`config.mk`:
```
export PLATFORM = sky130hd
export DESIGN_NAME = qdr2_burst_sram
export DESIGN_NICKNAME = d
export VERILOG_FILES = /design/src/rtl/qdr2_pkg.sv /design/src/rtl/qdr2_wr_ctl.sv /design/src/rtl/qdr2_array.sv /design/src/rtl/qdr2_rd_ctl.sv /design/src/rtl/qdr2_burst_sram.sv
export SDC_FILE = /design/constraint.sdc
export NUM_CORES = 1
export LEC_CHECK = 0
export BUFFER_PORTS_ARGS = -buffer_cell sky130_fd_sc_hd__buf_2
export CAP_MARGIN = 20
export CELL_PAD_IN_SITES_DETAIL_PLACEMENT = 1
export CELL_PAD_IN_SITES_GLOBAL_PLACEMENT = 2
export CORE_ASPECT_RATIO = 0.7
export CORE_MARGIN = 5
export CORE_UTILIZATION = 40
export DETAILED_ROUTE_END_ITERATION = 7
export PLACE_DENSITY = 0.79
export SLEW_MARGIN = 15
export SYNTH_ARGS = -nofsm -noshare
export SYNTH_HDL_FRONTEND = slang
export SYNTH_SLANG_ARGS = --single-unit
```
`constraint.sdc`:
```
create_clock -name clk2x -period 2.7 [get_ports clk2x]
set_clock_uncertainty 0.1 [all_clocks]
set_input_delay 0.405 -clock clk2x [delete_from_list [all_inputs] [get_ports clk2x]]
set_output_delay 0.405 -clock clk2x [all_outputs]
set_load 0.01 [all_outputs]
```
`src/rtl/qdr2_pkg.sv`:
```
package qdr2_pkg;

    // Which kind of K-clock edge the current clk2x edge represents.
    typedef enum logic {
        PH_K  = 1'b0,
        PH_KN = 1'b1
    } phase_e;

    // Write burst sequencer states.
    typedef enum logic [1:0] {
        WR_IDLE  = 2'd0,
        WR_BEAT0 = 2'd1,
        WR_BEAT1 = 2'd2
    } wr_state_e;

    // Read address sequencer states.
    typedef enum logic [1:0] {
        RD_IDLE  = 2'd0,
        RD_PEND  = 2'd1,
        RD_FETCH = 2'd2
    } rd_state_e;

endpackage

```
`src/rtl/qdr2_wr_ctl.sv`:
```
module qdr2_wr_ctl
    import qdr2_pkg::*;
#(
    parameter int ADDR_W = 4,
    parameter int DATA_W = 8
) (
    input  logic              clk,
    input  logic              rst_n,
    input  logic              k_edge,
    input  logic              wr_sel_n,
    input  logic [ADDR_W-1:0] addr,
    input  logic [DATA_W-1:0] wdata,
    output logic              post_valid,
    output logic [ADDR_W-1:0] post_addr,
    output logic [DATA_W-1:0] post_w0,
    output logic [DATA_W-1:0] post_w1
);

    wr_state_e state, state_nx;
    logic [ADDR_W-1:0] waddr_q;
    logic [DATA_W-1:0] w0_q;
    logic addr_take;

    assign addr_take = !k_edge && !wr_sel_n;

    // Next-state logic
    always_comb begin
        state_nx = state;
        unique case (state)
            WR_IDLE:  if (addr_take) state_nx = WR_BEAT0;
            WR_BEAT0: if (k_edge) state_nx = WR_BEAT1;
            WR_BEAT1: if (!k_edge) state_nx = addr_take ? WR_BEAT0 : WR_IDLE;
            default:  state_nx = WR_IDLE;
        endcase
    end

    // State register
    always_ff @(posedge clk or negedge rst_n) begin
        if (!rst_n) state <= WR_IDLE;
        else        state <= state_nx;
    end

    // Datapath and posted-write register
    always_ff @(posedge clk or negedge rst_n) begin
        if (!rst_n) begin
            waddr_q    <= '0;
            w0_q       <= '0;
            post_valid <= 1'b0;
            post_addr  <= '0;
            post_w0    <= '0;
            post_w1    <= '0;
        end else begin
            if (addr_take) waddr_q <= addr;
            if (state == WR_BEAT0 && k_edge) w0_q <= wdata;
            if (state == WR_BEAT1 && !k_edge) begin
                post_valid <= 1'b1;
                post_addr  <= waddr_q;
                post_w0    <= w0_q;
                post_w1    <= wdata;
            end else if (k_edge) begin
                post_valid <= 1'b0;
            end
        end
    end

    // Word 0 is always awaited ahead of a K edge
    assert_beat0_on_k_R3: assert property (@(posedge clk) disable iff (!rst_n)
        (state == WR_BEAT0) |-> k_edge);

    // A posted burst is always committed on a K edge
    assert_post_commit_on_k_R3: assert property (@(posedge clk) disable iff (!rst_n)
        post_valid |-> k_edge);

endmodule

```
`src/rtl/qdr2_array.sv`:
```
module qdr2_array #(
    parameter int ADDR_W = 4,
    parameter int DATA_W = 8
) (
    input  logic              clk,
    input  logic              commit,
    input  logic              post_valid,
    input  logic [ADDR_W-1:0] post_addr,
    input  logic [DATA_W-1:0] post_w0,
    input  logic [DATA_W-1:0] post_w1,
    input  logic [ADDR_W-1:0] raddr,
    output logic [DATA_W-1:0] rd_w0,
    output logic [DATA_W-1:0] rd_w1
);

    localparam int DEPTH = 1 << ADDR_W;
    localparam int LINE_W = 2 * DATA_W;

    logic [LINE_W-1:0] mem [DEPTH];
    logic hit;

    always_ff @(posedge clk) begin
        if (commit) mem[post_addr] <= {post_w1, post_w0};
    end

    // Coherency: a matching posted burst wins over the array line
    assign hit = post_valid && (post_addr == raddr);
    assign {rd_w1, rd_w0} = hit ? {post_w1, post_w0} : mem[raddr];

endmodule

```
`src/rtl/qdr2_rd_ctl.sv`:
```
module qdr2_rd_ctl
    import qdr2_pkg::*;
#(
    parameter int ADDR_W = 4,
    parameter int DATA_W = 8
) (
    input  logic              clk,
    input  logic              rst_n,
    input  logic              k_edge,
    input  logic              lat_mode,
    input  logic              rd_sel_n,
    input  logic [ADDR_W-1:0] addr,
    input  logic [DATA_W-1:0] arr_w0,
    input  logic [DATA_W-1:0] arr_w1,
    output logic [ADDR_W-1:0] raddr,
    output logic [DATA_W-1:0] rdata,
    output logic              rvalid
);

    rd_state_e state, state_nx;
    logic addr_take, fetch_fire;
    logic b0_due, b1_due, first_q;
    logic [DATA_W-1:0] rbuf0, rbuf1;
    logic emit, emit_first;
    logic [DATA_W-1:0] emit_word;

    assign addr_take  = k_edge && !rd_sel_n;
    assign fetch_fire = (state == RD_FETCH) && k_edge;

    // Next-state logic
    always_comb begin
        state_nx = state;
        unique case (state)
            RD_IDLE:  if (addr_take) state_nx = RD_PEND;
            RD_PEND:  if (!k_edge) state_nx = RD_FETCH;
            RD_FETCH: if (k_edge) state_nx = addr_take ? RD_PEND : RD_IDLE;
            default:  state_nx = RD_IDLE;
        endcase
    end

    // State register and address latch
    always_ff @(posedge clk or negedge rst_n) begin
        if (!rst_n) begin
            state <= RD_IDLE;
            raddr <= '0;
        end else begin
            state <= state_nx;
            if (addr_take) raddr <= addr;
        end
    end

    // Beat selection: short latency sends word 0 straight from the fetch
    always_comb begin
        emit       = 1'b0;
        emit_first = 1'b0;
        emit_word  = '0;
        if (fetch_fire && !lat_mode) begin
            emit = 1'b1; emit_first = 1'b1; emit_word = arr_w0;
        end else if (b0_due) begin
            emit = 1'b1; emit_first = 1'b1; emit_word = rbuf0;
        end else if (b1_due) begin
            emit = 1'b1; emit_word = rbuf1;
        end
    end

    // Output registers
    always_ff @(posedge clk or negedge rst_n) begin
        if (!rst_n) begin
            rbuf0   <= '0;
            rbuf1   <= '0;
            b0_due  <= 1'b0;
            b1_due  <= 1'b0;
            first_q <= 1'b0;
            rvalid  <= 1'b0;
            rdata   <= '0;
        end else begin
            if (fetch_fire) begin
                rbuf0 <= arr_w0;
                rbuf1 <= arr_w1;
            end
            b0_due  <= fetch_fire && lat_mode;
            b1_due  <= (fetch_fire && !lat_mode) || b0_due;
            first_q <= emit_first;
            rvalid  <= emit;
            if (emit) rdata <= emit_word;
        end
    end

    assert_fetch_on_k_R4: assert property (@(posedge clk) disable iff (!rst_n)
        (state == RD_FETCH) |-> k_edge);

    assert_short_latency_R4: assert property (@(posedge clk) disable iff (!rst_n)
        (fetch_fire && !lat_mode) |=> (rvalid && first_q));

    assert_long_latency_R5: assert property (@(posedge clk) disable iff (!rst_n)
        (fetch_fire && lat_mode) |=> ##1 (rvalid && first_q));

    assert_second_beat_R6: assert property (@(posedge clk) disable iff (!rst_n)
        (rvalid && first_q) |=> (rvalid && !first_q));

endmodule

```
`src/rtl/qdr2_burst_sram.sv`:
```
module qdr2_burst_sram
    import qdr2_pkg::*;
#(
    parameter int ADDR_W = 4,
    parameter int DATA_W = 8
) (
    input  logic              clk2x,
    input  logic              rst_n,
    input  logic              lat_mode,
    input  logic              rd_sel_n,
    input  logic              wr_sel_n,
    input  logic [ADDR_W-1:0] addr,
    input  logic [DATA_W-1:0] wdata,
    output logic [DATA_W-1:0] rdata,
    output logic              rvalid,
    output logic              echo_clk,
    output logic              k_phase
);

    phase_e ph;
    logic k_edge;
    logic post_valid;
    logic [ADDR_W-1:0] post_addr, raddr;
    logic [DATA_W-1:0] post_w0, post_w1, arr_w0, arr_w1;

    // Phase state machine: K and K# edges alternate
    always_ff @(posedge clk2x or negedge rst_n) begin
        if (!rst_n) ph <= PH_K;
        else        ph <= (ph == PH_K) ? PH_KN : PH_K;
    end

    always_ff @(posedge clk2x or negedge rst_n) begin
        if (!rst_n) echo_clk <= 1'b0;
        else        echo_clk <= ~echo_clk;
    end

    assign k_edge  = (ph == PH_K);
    assign k_phase = k_edge;

    qdr2_wr_ctl #(.ADDR_W(ADDR_W), .DATA_W(DATA_W)) u_wr (
        .clk        (clk2x),
        .rst_n      (rst_n),
        .k_edge     (k_edge),
        .wr_sel_n   (wr_sel_n),
        .addr       (addr),
        .wdata      (wdata),
        .post_valid (post_valid),
        .post_addr  (post_addr),
        .post_w0    (post_w0),
        .post_w1    (post_w1)
    );

    qdr2_array #(.ADDR_W(ADDR_W), .DATA_W(DATA_W)) u_arr (
        .clk        (clk2x),
        .commit     (post_valid && k_edge),
        .post_valid (post_valid),
        .post_addr  (post_addr),
        .post_w0    (post_w0),
        .post_w1    (post_w1),
        .raddr      (raddr),
        .rd_w0      (arr_w0),
        .rd_w1      (arr_w1)
    );

    qdr2_rd_ctl #(.ADDR_W(ADDR_W), .DATA_W(DATA_W)) u_rd (
        .clk      (clk2x),
        .rst_n    (rst_n),
        .k_edge   (k_edge),
        .lat_mode (lat_mode),
        .rd_sel_n (rd_sel_n),
        .addr     (addr),
        .arr_w0   (arr_w0),
        .arr_w1   (arr_w1),
        .raddr    (raddr),
        .rdata    (rdata),
        .rvalid   (rvalid)
    );

    assert_phase_alternates_R10: assert property (@(posedge clk2x) disable iff (!rst_n)
        k_phase |=> !k_phase);

    assert_phase_returns_R10: assert property (@(posedge clk2x) disable iff (!rst_n)
        !k_phase |=> k_phase);

    assert_echo_toggles_R10: assert property (@(posedge clk2x) disable iff (!rst_n)
        echo_clk |=> !echo_clk);

endmodule

```
==> results.py, run 1 <==
metrics = {
    "logic_synthesis": {
        "asyncSetResetFlopFracSynth_pct": 21.47,
        "synth-edff-count": 256,
        "synth_simple_gate_area_share_pct": 3.813,
        "synth_compound_area_share_pct": 4.485,
        "yosys.cell_types.count": 37,
        "synthesis.area_sq_um": 12660,
        "synthesis.yosys.warnings": 0,
        "dominantRegCellSynth": "edfxtp_1",
        "synth_seq_cells": 326,
        "synth.net_count": 670,
        "yosysSeqAreaShare_pct": 74.53,
        "netlist_instances": 653,
        "average_instance_area_after_synthesis_sq_um": 19.39,
        "synthAdderAreaFrac_pct": 0,
        "synth_top_family_by_area": "multiplexers",
        "synth_xor_area_share_pct": 0.3458,
        "post_synth_mux_area_share_pct": 15.21,
    },
    "timing": {
        "transition_time_at_the_pin_with_the_least_slew_margin_ns": 1.116,
        "final_period_minus_worst_setup_slack_ns": 2.407,
        "rsz_0062_raised_after_global_routing": "false",
        "setup-tns-final_ns": 0,
        "finalSetupViolCount": 0,
        "clock.fmax_mhz": 415.4,
        "layout_worst_path_cycle_share_pct": 89.16,
        "timing.final.max_slew_violations": 0,
        "finalHoldWorstSlack_ns": 0.02781,
        "finalHoldViolCount": 0,
        "slew_headroom_pct": 25.61,
    },
    "grt": {
        "grt_first_pass_wirelength_mm": 46.58,
        "antenna_found_initial": 1,
        "gr-total-overflow": 0,
        "first_global_vias": 7136,
        "pin_count_of_the_biggest_net_entering_global_routing": 53,
        "grtUsageTotal_pct": 17.45,
    },
    "final_layout": {
        "antennaDiodeCount": 0,
        "fraction_of_layout_instances_using_a_drive_strength_above_1_pct": 28.82,
        "finalCoreUtilization_pct": 46.85,
        "fin_nets": 740,
        "layout-area-overhead-vs-synth_pct": 15.47,
        "final_cells": 1166,
    },
    "placed_design": {
        "final_wtd_congestion": 0.7521,
        "placed_wire_length_estimate_after_detailed_placement_mm": 18.63,
        "port-buffer-count": 27,
        "placed_cells_incl_taps": 1099,
    },
    "power": {
        "power.ir.vdd_worst_mv": 0.4729,
        "cell_pwr_density_nw_per_um2": 778.6,
        "total_leakage_power_nw": 5.025,
    },
    "routing": {
        "detail_route.iter0.violations": 874,
        "vias": 6579,
        "via_per_inst": 5.642,
        "remaining_drc_errors": 0,
        "postRouteWirelength_mm": 30.95,
        "first_pass_iteration_count_of_the_detailed_router": 5,
        "detail-route-antenna-nets": 0,
        "avgRoutedWirePerCell_um": 26.55,
    },
    "cts": {
        "cts_tree": "yes",
        "resized_cells_post_cts": 0,
        "clock_path_buffers": 3,
        "clockRootBuffer": "clkbuf_16",
        "cts_made_buffers": 29,
        "clock_pin_transition_on_the_worst_setup_and_hold_timing_paths_ns": 0.07,
        "cts.sink_count": 326,
        "clock_insertion_delay_worst_skew_ns": 0.56,
        "cts_htree_levels": 1,
    },
    "hold_path": {
        "hold_path_class": "input pin to register",
        "min_from": "wr_sel_n",
        "timing.hold.worst_endpoint": "u_wr.state[0]",
        "hold_path_depth": 3,
    },
    "setup_path": {
        "crit_arrival_ns": 2.80,
        "worst-setup-path-type": "register to register",
        "critical_path.slowest_cell": "a21oi_1",
        "cp_cell_sequence": "xnor2_1 -> and2_1 -> a21oi_1 -> a221o_1",
        "timing.critical_path.slowest_cell_delay_ns": 0.88,
        "crit_required_ns": 3.09,
        "critPathLaunchType": "register",
        "crit_family": "compound AO/OA/AOI/OAI gates",
        "timing.reg2reg.worst_path_depth": 4,
        "worstReg2RegEnd": "u_rd.rbuf1[6]",
        "critPathCaptureType": "register",
        "cp_max_fo": 20,
        "critPathBufInv": 0,
        "regToRegSetupSlack_ns": 0.29,
        "r2r-start": "u_rd.raddr[0]",
    },
    "floorplanning": {
        "num_ports": 28,
        "core_area_sq_um": 31210,
        "die_w_um": 222.7,
        "design.die.area_sq_um": 35380,
        "floorplan.rows": 54,
        "die-height_um": 158.9,
        "initial_core_utilization_pct": 40.57,
    },
    "flow_run": {
        "drv.max_cap_violation_count": 0,
    },
    "outcome": {
        "run_status": "complete, no violations",
    },
}
-- per-layer routing --
layer	routed length (um)	track usage, %
met1	13820	26.24
met2	14190	26.96
met3	2333	3.451
met4	608	3.312
met5	0	0
-- cell families after synthesis --
logic type	count (synthesis)
DFF	326
AOI/OAI and AO/OA	70
muxes	108
and+or+nand+nor	99
buffers and inverters	45
xor gates and xnor gates	5
-- synth_stat cells, drive strengths merged, types with 11 or more instances --
library cell  count  area, sq um
edfxtp          256         7687
dfrtp            70         1752
mux4             64         1441
mux2             36        405.4
nand2            29        108.9
nor2             27        101.4
clkbuf           20        75.07
a22o             16        140.1
a22oi            16        120.1
o211ai           16        120.1
buf              14        87.58
and2             11        68.82
-- worst max path at each step --
stage                        from  depth (start not counted)         endpoint
global route        u_rd.raddr[0]                          5    u_rd.rbuf0[4]
global placement    u_rd.raddr[0]                          5    u_rd.rbuf0[4]
floorplan                      ph                          4  u_arr.mem[0][0]
detailed placement  u_rd.raddr[0]                          5    u_rd.rbuf0[4]
finish              u_rd.raddr[0]                          4    u_rd.rbuf1[6]
CTS                 u_rd.raddr[0]                          5    u_rd.rbuf0[4]
-- state kept, by name (all words and copies together) (netlist names), 2 cells and up --
signal	flops
u_arr.mem	256
u_rd.raddr	4
u_rd.rbuf0	8
u_rd.rbuf1	8
u_rd.rdata	8
u_rd.state	2
u_wr.post_addr	4
u_wr.post_w0	8
u_wr.post_w1	8
u_wr.state	2
u_wr.w0_q	8
u_wr.waddr_q	4
-- layout make-up --
| cell class | instances | area, sq um |
|---|---|---|
| Tap cell | 420 | 525.5 |
| Fill cell | 2929 | 16590 |
| Sequential cell | 326 | 9444 |
| Multi-Input combinational cell | 282 | 3042 |
| Timing Repair Buffer | 73 | 553.0 |
| Inverter | 11 | 41.29 |
| Clock inverter | 9 | 151.4 |
| Clock buffer | 45 | 867.1 |
-- metrics by stage --
step | cell area [sq um] | power (W) | worst slack [ns]
final | 14620 | 0.01139 | 0.2927
after global routing | 14620 | 0.01186 | 0.1590
after CTS | 14620 | 0.01150 | 0.2600
after detailed placement | 13480 | 0.007113 | 0.3071
after global placement | 13480 | 0.007030 | 0.3705
after floorplan | 12670 | 0.006688 | 0.01226
-- worst reg2reg max path, stage by stage, from the launching register on --
cell and delay [ns]:
dfrtp_4 0.65, xnor2_1 0.19, and2_1 0.20, a21oi_1 0.88
a221o_1 0.32
-- report_power, final --
part	internal [W]	switching, W	total, W
logic	0.000476	0.000429	0.000905
clock network	0.00259	0.00177	0.00436
registers	0.00576	0.000357	0.00612
-- placed cells by master, fill, tap and decap left out, types with 26 or more instances in the layout --
| cell type | count |
|---|---|
| mux2_2 | 36 |
| edfxtp_1 | 256 |
| nor2_1 | 27 |
| buf_4 | 31 |
| nand2_1 | 29 |
| mux4_2 | 64 |
| dfrtp_1 | 68 |
| buf_2 | 26 |
| clkbuf_16 | 30 |
-- timing repair --
| action | 4_1_cts | 5_1_grt |
|---|---|---|
| hold buffers | 13 | 0 |
| setup buffers | 0 | 0 |
| hold endpoints to repair | 73 | 0 |
Note: power is estimated with default switching activity, not from simulation.
==> run 2, diff against run 1 <==
==> constraint.sdc (replaced) <==
create_clock -name clk2x -period 2.7 [get_ports clk2x]
set_clock_uncertainty 0.1 [all_clocks]
set_input_delay 0.405 -clock clk2x [delete_from_list [all_inputs] [get_ports clk2x]]
set_output_delay 0.405 -clock clk2x [all_outputs]
set_load 0.1 [all_outputs]
==> run 2 against run 1 <==
  * Final cell count grew 1.5%
  * Maximum frequency grew 1.0%
  * Sequential share of layout area shrank 0.15 points
  * Die area is the same
  * Sequential power is essentially flat
  * Via count grew 1.6%
  * First-iteration DRC count shrank 28%
  * Design area grew 0.24%
  * Global-route usage grew 0.38 points
==> results.py, run 2 (synthesis gave the netlist of run 1 again) <==
metrics = {
    "routing": {
        "postRouteWirelength_mm": 31.89,
        "avgRoutedWirePerCell_um": 26.95,
        "first_pass_iteration_count_of_the_detailed_router": 5,
        "via_per_inst": 5.651,
        "remaining_drc_errors": 0,
        "vias": 6685,
        "detail-route-antenna-nets": 0,
        "detail_route.iter0.violations": 625,
    },
    "timing": {
        "finalHoldWorstSlack_ns": 0.02224,
        "layout_worst_path_cycle_share_pct": 88.25,
        "finalSetupViolCount": 0,
        "final_period_minus_worst_setup_slack_ns": 2.383,
        "rsz_0062_raised_after_global_routing": "false",
        "timing.final.max_slew_violations": 0,
        "finalHoldViolCount": 0,
        "slew_headroom_pct": 37.82,
        "clock.fmax_mhz": 419.7,
        "transition_time_at_the_pin_with_the_least_slew_margin_ns": 0.9326,
    },
    "grt": {
        "antenna_found_initial": 1,
        "gr-total-overflow": 0,
        "grtUsageTotal_pct": 17.83,
        "pin_count_of_the_biggest_net_entering_global_routing": 40,
        "first_global_vias": 7098,
        "grt_first_pass_wirelength_mm": 47.88,
    },
    "cts": {
        "post-cts-setup-buffer-count": 0,
        "clock_path_buffers": 3,
        "cts_tree": "yes",
        "cts_htree_levels": 1,
        "clock_insertion_delay_worst_skew_ns": 0.56,
        "cts_made_buffers": 30,
        "clock_pin_transition_on_the_worst_setup_and_hold_timing_paths_ns": 0.07,
        "cts_hold_buf": 12,
        "resized_cells_post_cts": 0,
        "cts.sink_count": 326,
        "clockRootBuffer": "clkbuf_16",
    },
    "hold_path": {
        "hold_path_class": "input pin to register",
    },
    "final_layout": {
        "largest_reg_flops": 256,
        "fraction_of_layout_instances_using_a_drive_strength_above_1_pct": 30.28,
        "area.sequential_sq_um": 9444,
        "layout_commonest_cell": "edfxtp_1",
        "max_flop_register": "u_arr.mem",
        "antennaDiodeCount": 0,
        "most_frequent_cells_in_the_layout": "edfxtp_1, dfrtp_1, mux4_2, buf_4, mux2_2",
        "nFillCells": 2939,
        "layout-area-overhead-vs-synth_pct": 15.75,
        "final_cells": 1183,
        "multiInputGateArea_sq_um": 3042,
        "finalCoreUtilization_pct": 46.96,
        "fin_nets": 756,
    },
    "flow_run": {
        "drv.max_cap_violation_count": 0,
    },
    "power": {
        "power.ir.vdd_worst_mv": 0.3962,
        "total_leakage_power_nw": 5.077,
        "cell_pwr_density_nw_per_um2": 778.0,
    },
    "floorplanning": {
        "core_area_sq_um": 31210,
        "floorplan.rows": 54,
        "die_w_um": 222.7,
        "initial_core_utilization_pct": 40.57,
        "design.die.area_sq_um": 35380,
        "die-height_um": 158.9,
        "num_ports": 28,
    },
    "placed_design": {
        "placed_wire_length_estimate_after_detailed_placement_mm": 20.05,
        "port-buffer-count": 27,
        "placed_cells_incl_taps": 1115,
        "final_wtd_congestion": 0.7630,
    },
    "setup_path": {
        "worst-setup-path-type": "register to output port",
        "critPathCaptureType": "output port",
        "critPathLaunchType": "register",
        "crit_arrival_ns": 1.88,
        "cp_max_fo": 7,
        "crit_required_ns": 2.19,
    },
    "outcome": {
        "run_status": "complete, no violations",
    },
}
-- run 2: cell count changes in the layout (fill, tap and decap cells not counted), sizes merged --
| cell | previous run | this run |
|---|---|---|
| dlygate4sd3 | 13 | 12 |
| bufinv | 4 | 2 |
| buf | 60 | 76 |
| clkinv | 4 | 17 |
| clkbuf | 45 | 37 |
| inv | 11 | 10 |
-- run 2: through the flow --
step	setup TNS [ns]	area [sq um]	power, W	setup WS (ns)
CTS	0	14660	0.01149	0.3074
floorplan	-5.018	12670	0.006906	-0.09394
global route	0	14660	0.01181	0.2671
detailed placement	0	13600	0.007368	0.5229
global placement	0	13600	0.007289	0.5736
finish	0	14660	0.01141	0.3172
-- run 2: path summary, 6_finish.rpt --
check | from | to | slack [ns] | depth (start not counted)
min in group asynchronous | rst_n | u_rd.b1_due | 0.29 | 2
max in group asynchronous | rst_n | u_rd.raddr[2] | 1.56 | 3
worst min register to register | echo_clk | echo_clk | 0.31 | 1
worst max register to register | u_rd.raddr[0] | u_rd.rbuf0[0] | 0.47 | 5
worst max-delay path | ph | k_phase | 0.32 | 3
worst min-delay path | addr[1] | u_wr.waddr_q[1] | 0.02 | 2
-- run 2: layout make-up --
class	instances	share of cell area, %
Timing Repair Buffer	88	4.524
Tap cell	420	3.585
Clock buffer	37	5.446
Multi-Input combinational cell	282	20.75
Sequential cell	326	64.42
Clock inverter	19	0.9901
Inverter	11	0.2817
-- run 2: critical path, stage by stage, from the launching register on --
cell	delay, ns
dfrtp_1	0.42
buf_4	0.18
inv_1	0.22
buf_2	0.49
-- run 2: where the power goes --
group | leakage, nW | switching [W] | internal, W
sequential | 3.14 | 0.000355 | 0.00576
combinational | 1.47 | 0.000691 | 0.000479
clock | 0.469 | 0.00183 | 0.00229
total | 5.08 | 0.00288 | 0.00853
-- run 2: per-layer routing --
layer,track usage [%],share of wire (%)
met5,0,0
met4,2.950,1.6
met3,3.507,7.3
met2,27.10,46
met1,27.44,46
